**src/rtl/line_burst_writer.sv**
```systemverilog
module line_burst_writer #(
  parameter int DW  = 64,
  parameter int AW  = 32,
  parameter int LW  = 16,
  parameter int ECC = 1
) (
  input  logic          clk,
  input  logic          rst_n,
  input  logic          cmd_valid,
  output logic          cmd_ready,
  input  logic [AW-1:0] cmd_addr,
  input  logic [LW-1:0] cmd_bytes,
  input  logic          in_valid,
  output logic          in_ready,
  input  logic [DW-1:0] in_data,
  output logic          aw_valid,
  input  logic          aw_ready,
  output logic [AW-1:0] aw_addr,
  output logic [7:0]    aw_len,
  output logic [2:0]    aw_size,
  output logic [1:0]    aw_burst,
  output logic [3:0]    aw_cache,
  output logic          w_valid,
  input  logic          w_ready,
  output logic [DW-1:0] w_data,
  output logic [DW/8-1:0] w_strb,
  output logic          w_last,
  input  logic          b_valid,
  output logic          b_ready,
  input  logic [1:0]    b_resp,
  output logic          err
);
  localparam int NB  = DW / 8;
  localparam int SZ  = $clog2(NB);
  localparam int BPL = 32 / NB;
  localparam int BW  = $clog2(BPL) + 1;

  typedef enum logic [1:0] {IDLE, ADDR, DATA, RESP} st_t;
  st_t st;

  logic [AW-1:0] cur, lim, lo, wa;
  logic [BW-1:0] blen, bcnt;

  function automatic logic [BW-1:0] floor_p2(input logic [BW-1:0] v);
    floor_p2 = '0;
    for (int i = 0; i < BW; i++)
      if (v[i]) floor_p2 = BW'(1) << i;
  endfunction

  wire [AW-1:0] c_end = cmd_addr + AW'(cmd_bytes);
  wire [AW-1:0] lo_n  = (ECC != 0) ? (cmd_addr & ~AW'(7)) : cmd_addr;
  wire [AW-1:0] hi_n  = (ECC != 0) ? ((c_end + AW'(7)) & ~AW'(7)) : c_end;

  wire [AW-1:0] rem_beats = (lim - cur + AW'(NB - 1)) >> SZ;
  wire [BW-1:0] to_line   = BW'(BPL) - BW'(cur[4:SZ]);
  wire [BW-1:0] fit       = (rem_beats < AW'(to_line)) ? BW'(rem_beats) : to_line;
  wire [BW-1:0] blen_c    = floor_p2(fit);

  assign cmd_ready = (st == IDLE);
  assign aw_valid  = (st == ADDR);
  assign aw_addr   = cur;
  assign aw_len    = 8'(blen_c - BW'(1));
  assign aw_size   = 3'(SZ);
  assign aw_burst  = 2'b01;
  assign aw_cache  = 4'b1011;
  assign w_valid   = (st == DATA) && in_valid;
  assign in_ready  = (st == DATA) && w_ready;
  assign w_data    = in_data;
  assign w_last    = (bcnt == blen - BW'(1));
  assign b_ready   = (st == RESP);

  for (genvar i = 0; i < NB; i++) begin : g_lane
    logic [AW-1:0] ba;
    assign ba        = wa + AW'(i);
    assign w_strb[i] = (ba >= lo) && (ba < lim);
  end

  always_ff @(posedge clk) begin
    if (!rst_n) begin
      st   <= IDLE;
      cur  <= '0;
      lim  <= '0;
      lo   <= '0;
      wa   <= '0;
      blen <= '0;
      bcnt <= '0;
      err  <= 1'b0;
    end else begin
      case (st)
        IDLE: if (cmd_valid) begin
          lo  <= lo_n;
          lim <= hi_n;
          cur <= lo_n & ~AW'(NB - 1);
          err <= 1'b0;
          st  <= (cmd_bytes != '0) ? ADDR : IDLE;
        end
        ADDR: if (aw_ready) begin
          blen <= blen_c;
          bcnt <= '0;
          wa   <= cur;
          st   <= DATA;
        end
        DATA: if (in_valid && w_ready) begin
          bcnt <= bcnt + BW'(1);
          wa   <= wa + AW'(NB);
          if (w_last) st <= RESP;
        end
        RESP: if (b_valid) begin
          if (b_resp != 2'b00) err <= 1'b1;
          cur <= wa;
          st  <= (wa >= lim) ? IDLE : ADDR;
        end
        default: st <= IDLE;
      endcase
    end
  end
endmodule

```
**config.mk**
```make
export PLATFORM = sky130hd
export DESIGN_NAME = line_burst_writer
export DESIGN_NICKNAME = d
export VERILOG_FILES = /design/src/rtl/line_burst_writer.sv
export SDC_FILE = /design/constraint.sdc
export NUM_CORES = 1
export LEC_CHECK = 0
export ABC_AREA = 1
export BUFFER_PORTS_ARGS = -buffer_cell sky130_fd_sc_hd__buf_4
export CAP_MARGIN = 30
export CORE_UTILIZATION = 50
export DETAILED_ROUTE_END_ITERATION = 8
export PLACE_DENSITY = 0.72
export SLEW_MARGIN = 20
export SYNTH_ARGS = -nofsm -noshare
export SYNTH_HDL_FRONTEND = slang
export SYNTH_SLANG_ARGS = --single-unit
```
**constraint.sdc**
```tcl
create_clock -name clk -period 4.3 [get_ports clk]
set_clock_uncertainty 0.15 [all_clocks]
set_input_delay 0.86 -clock clk [delete_from_list [all_inputs] [get_ports clk]]
set_output_delay 0.86 -clock clk [all_outputs]
set_load 0.01 [all_outputs]
```
==> results.txt <==
----------------------------------------------------
[Run status]
  Result of the run ... complete, but fails checks
  Failing checks ... negative setup slack

[Finish]
  Total area of multi-input combinational cells ... 0.0203 sq mm
  Total of fill cells in the finished design ... 4101
  Post-layout nets ... 4687
  Highest-count cells in the layout ignoring fill and taps ... sky130_fd_sc_hd__nand2_1, sky130_fd_sc_hd__buf_4, sky130_fd_sc_hd__ha_1
  Antenna diode count ... 0
  Number of cells in the finished layout apart from fillers ... 4628
  Layout cell share with drive strength beyond 1 ... 27.6%
  Sequential Area ... 0.00266 sq mm
  Area Overhead vs Synth ... 31.1%
  Most common cell after layout, fill and taps aside ... sky130_fd_sc_hd__nand2_1

[Yosys]
  Area share of the leading cell type in the synthesized netlist ... 29.5%
  Post-synthesis cell area ... 0.0235 sq mm
  Cell taking the most area after synthesis ... sky130_fd_sc_hd__ha_1
  Flop and latch count out of synthesis ... 131
  Ys flop type ... sky130_fd_sc_hd__dfxtp_1
  Gate Count Post-Synth ... 3518
  Count of different cell masters after synthesis ... 58
  Count of flip-flops with a built-in enable after synthesis ... 0
  Area contributors post-synth ... sky130_fd_sc_hd__ha_1, sky130_fd_sc_hd__nand2_1, sky130_fd_sc_hd__dfxtp_1, sky130_fd_sc_hd__a21oi_1, sky130_fd_sc_hd__inv_1
  Share of async-settable or async-resettable flops after synthesis ... 0%
  Average size of a mapped cell ... 6.69 sq um
  Proportion of synthesized chip area in sequential cells ... 11.1%
  Yosys warning total ... 0

[Detailed routing]
  Drt initial violations ... 2525
  Wire per inst ... 21.8 um
  Number of iterations in the first detailed-routing pass ... 6
  Drc violations ... 0
  Vias after detailed routing ... 27300
  Post-detailed-routing wire length ... 101000 um
  ANT nets after route ... 0
  Post-DR vias/cell ... 5.90

[CTS]
  CTS buffer count ... 17
  TritonCTS clock tree ... built
  CTS sink cnt ... 131
  Count of H-tree levels built during CTS ... 4
  Insertion delay to the later sink of the worst-skew pair ... 0.45 ns
  Max Root-Sink Buffers ... 2
  Root Buffer Master ... sky130_fd_sc_hd__clkbuf_16
  Clock slew at the register clock pins of the worst setup and hold paths ... 0.06 ns
  Number of buffers inserted for hold repair after clock tree synthesis ... 0

[Global routing]
  Largest net degree at the start of global routing ... 66
  Total global routing track utilization ... 41.1%
  Global-route wire length before repair ... 149000 um
  Leftover overflow at the end of global routing ... 0
  Antenna violations before repair ... 1
  Via count of the first global-routing pass ... 26000

[Power]
  Power consumption ... 0.0232 W
  IR drop worst, VDD ... 0.646 mV
  Internal cell power ... 0.0107 W
  Sequential fraction of design power ... 8.3%
  Switch Pwr ... 0.0125 W
  Fraction of power spent switching nets ... 53.9%
  Leakage power ... 15.8 nW
  Power density relative to cell area ... 751 mW/mm^2
  Gate power share ... 85.0%
  Portion of total power attributed to the clock network ... 6.7%

[STA]
  Count of pins over their slew limit ... 0
  Final Hold Fails ... 0
  Final worst path period share ... 113%
  RSZ-0062 raised after global routing ... yes
  Min setup slack post-route ... -0.551 ns
  WHS ... 0.316 ns
  Achievable clock frequency ... 206 MHz
  Minimum clock period ... 4.85 ns
  Transition at the pin with the smallest max-transition slack ... 0.896 ns
  Final setup violating endpoints ... 15
  Headroom to the max-slew limit ... 40.3%

[Floorplan]
  Die Wd ... 219 um
  Boundary pin count ... 249
  Die ar. ... 0.0480 sq mm
  Core ar. ... 0.0465 sq mm
  Die extent in y ... 219 um
  Row count ... 79
  Initial cell density of the core ... 50.7%

[Run]
  Max-cap violation count ... 0

[Hold path]
  Path class of the lowest-slack min-delay path ... register to register

[Worst setup path]
  Maximum fanout along the worst path ... 4
  Type of the setup path with the least slack ... register to primary output
  Register-to-register setup slack ... 0.77 ns
  Capturing element type of the critical path ... primary output
  Startpoint kind of the worst setup timing path ... register
  Critical Path RT ... 3.29 ns
  Worst endpoint data arrival time ... 3.84 ns

[Place]
  PortBufs ... 111
  Placed Cells ... 4540
  RePlAce Congestion ... 1.10
  Dpl hpwl ... 81100 um

----------------------------------------------------
cell usage after synthesis, types with 54 or more instances:
cell                         n
sky130_fd_sc_hd__a21oi_1   363
sky130_fd_sc_hd__buf_4      82
sky130_fd_sc_hd__clkbuf_1   58
sky130_fd_sc_hd__dfxtp_1   131
sky130_fd_sc_hd__ha_1      556
sky130_fd_sc_hd__inv_1     422
sky130_fd_sc_hd__nand2_1   723
sky130_fd_sc_hd__nand3_1   110
sky130_fd_sc_hd__nand4_1    85
sky130_fd_sc_hd__nor2_1    251
sky130_fd_sc_hd__nor3_1     54
sky130_fd_sc_hd__o21ai_0   195
sky130_fd_sc_hd__xor2_1    180
power groups by stage:
stage | logic [W] | clock network (W) | registers [W]
floorplan | 0.0107 | 0 | 0.00194
global placement | 0.0171 | 0 | 0.00189
detailed placement | 0.0172 | 0 | 0.00190
CTS | 0.0180 | 0.00155 | 0.00190
global route | 0.0216 | 0.00161 | 0.00197
finish | 0.0197 | 0.00155 | 0.00193
critical path, stage by stage, from the launching register on:
cell	delay, ns
sky130_fd_sc_hd__dfxtp_2	0.34
sky130_fd_sc_hd__inv_2	0.05
sky130_fd_sc_hd__buf_4	0.12
sky130_fd_sc_hd__buf_4	0.12
sky130_fd_sc_hd__buf_4	0.12
sky130_fd_sc_hd__ha_1	0.26
sky130_fd_sc_hd__inv_1	0.12
sky130_fd_sc_hd__ha_1	0.24
sky130_fd_sc_hd__inv_1	0.05
sky130_fd_sc_hd__nor2_1	0.04
sky130_fd_sc_hd__o21ai_1	0.15
sky130_fd_sc_hd__nand3_1	0.12
sky130_fd_sc_hd__nor2_2	0.19
sky130_fd_sc_hd__nand3_2	0.10
sky130_fd_sc_hd__nor2_1	0.10
sky130_fd_sc_hd__nand2_1	0.07
sky130_fd_sc_hd__nor2_1	0.08
sky130_fd_sc_hd__nand2_1	0.09
sky130_fd_sc_hd__nor2_4	0.22
sky130_fd_sc_hd__nand3b_1	0.15
sky130_fd_sc_hd__nand2_2	0.13
sky130_fd_sc_hd__nand3_4	0.09
sky130_fd_sc_hd__ha_4	0.17
sky130_fd_sc_hd__xnor2_2	0.12
sky130_fd_sc_hd__buf_4	0.14
logic make-up (layout without fill, tap and decap cells):
| group | Yosys count | in the layout | synth area share, % |
|---|---|---|---|
| and+or+nand+nor | 1297 | 1297 | 23.5 |
| other | 2 | 9 | 0.0319 |
| buffers and inverters | 611 | 1107 | 11.1 |
| adders and majority gates | 557 | 557 | 29.6 |
| muxes | 2 | 2 | 0.0903 |
| AOI/OAI and AO/OA | 721 | 721 | 17.1 |
| DFF | 131 | 131 | 11.1 |
| xor gates and xnor gates | 197 | 197 | 7.33 |
flip-flops by register name, summed over array words and instances (netlist names):
register and flops:
st 2, lo 29, err 1, wa 32, bcnt 3, blen 3, lim 29, aw_addr 32
cell type report:
cell class	count	area share, %
Clock buffer	20	1.41
Timing Repair Buffer	624	15.6
Sequential cell	131	8.62
Multi-Input combinational cell	2783	65.8
Inverter	452	5.57
Tap cell	607	2.46
Clock inverter	11	0.523
final timing paths:
kind               from   endpoint  cells after the start
max          aw_addr[4]  aw_len[2]                     24
min              lo[24]     lo[24]                      2
max reg2reg  aw_addr[4]    blen[0]                     24
min reg2reg      lo[24]     lo[24]                      2
repair_timing:
item	CTS	global route
pin swaps	78	128
endpoints found under the hold margin	0	0
setup buffers	27	33
resized for setup	231	292
setup endpoints to repair	15	15
per-stage QoR:
| stage | util [%] | cell area, sq um | worst slack (ns) | TNS [ns] |
|---|---|---|---|---|
| floorplan | - | 23600 | 0.0516 | 0 |
| global placement | 59.6 | 27700 | -0.159 | -1.34 |
| detailed placement | 59.6 | 27700 | -0.315 | -1.65 |
| CTS | 63.2 | 29400 | -0.440 | -4.90 |
| global route | 66.4 | 30900 | -0.684 | -8.61 |
| finish | 66.4 | 30900 | -0.551 | -6.56 |
routing by layer:
layer / wire, um / track usage [%]
met3: 9490 / 6.39
met5: 0 / 0
met1: 39800 / 51.2
met4: 7150 / 25.4
met2: 44300 / 66.2
(Power assumes the default switching activity.)
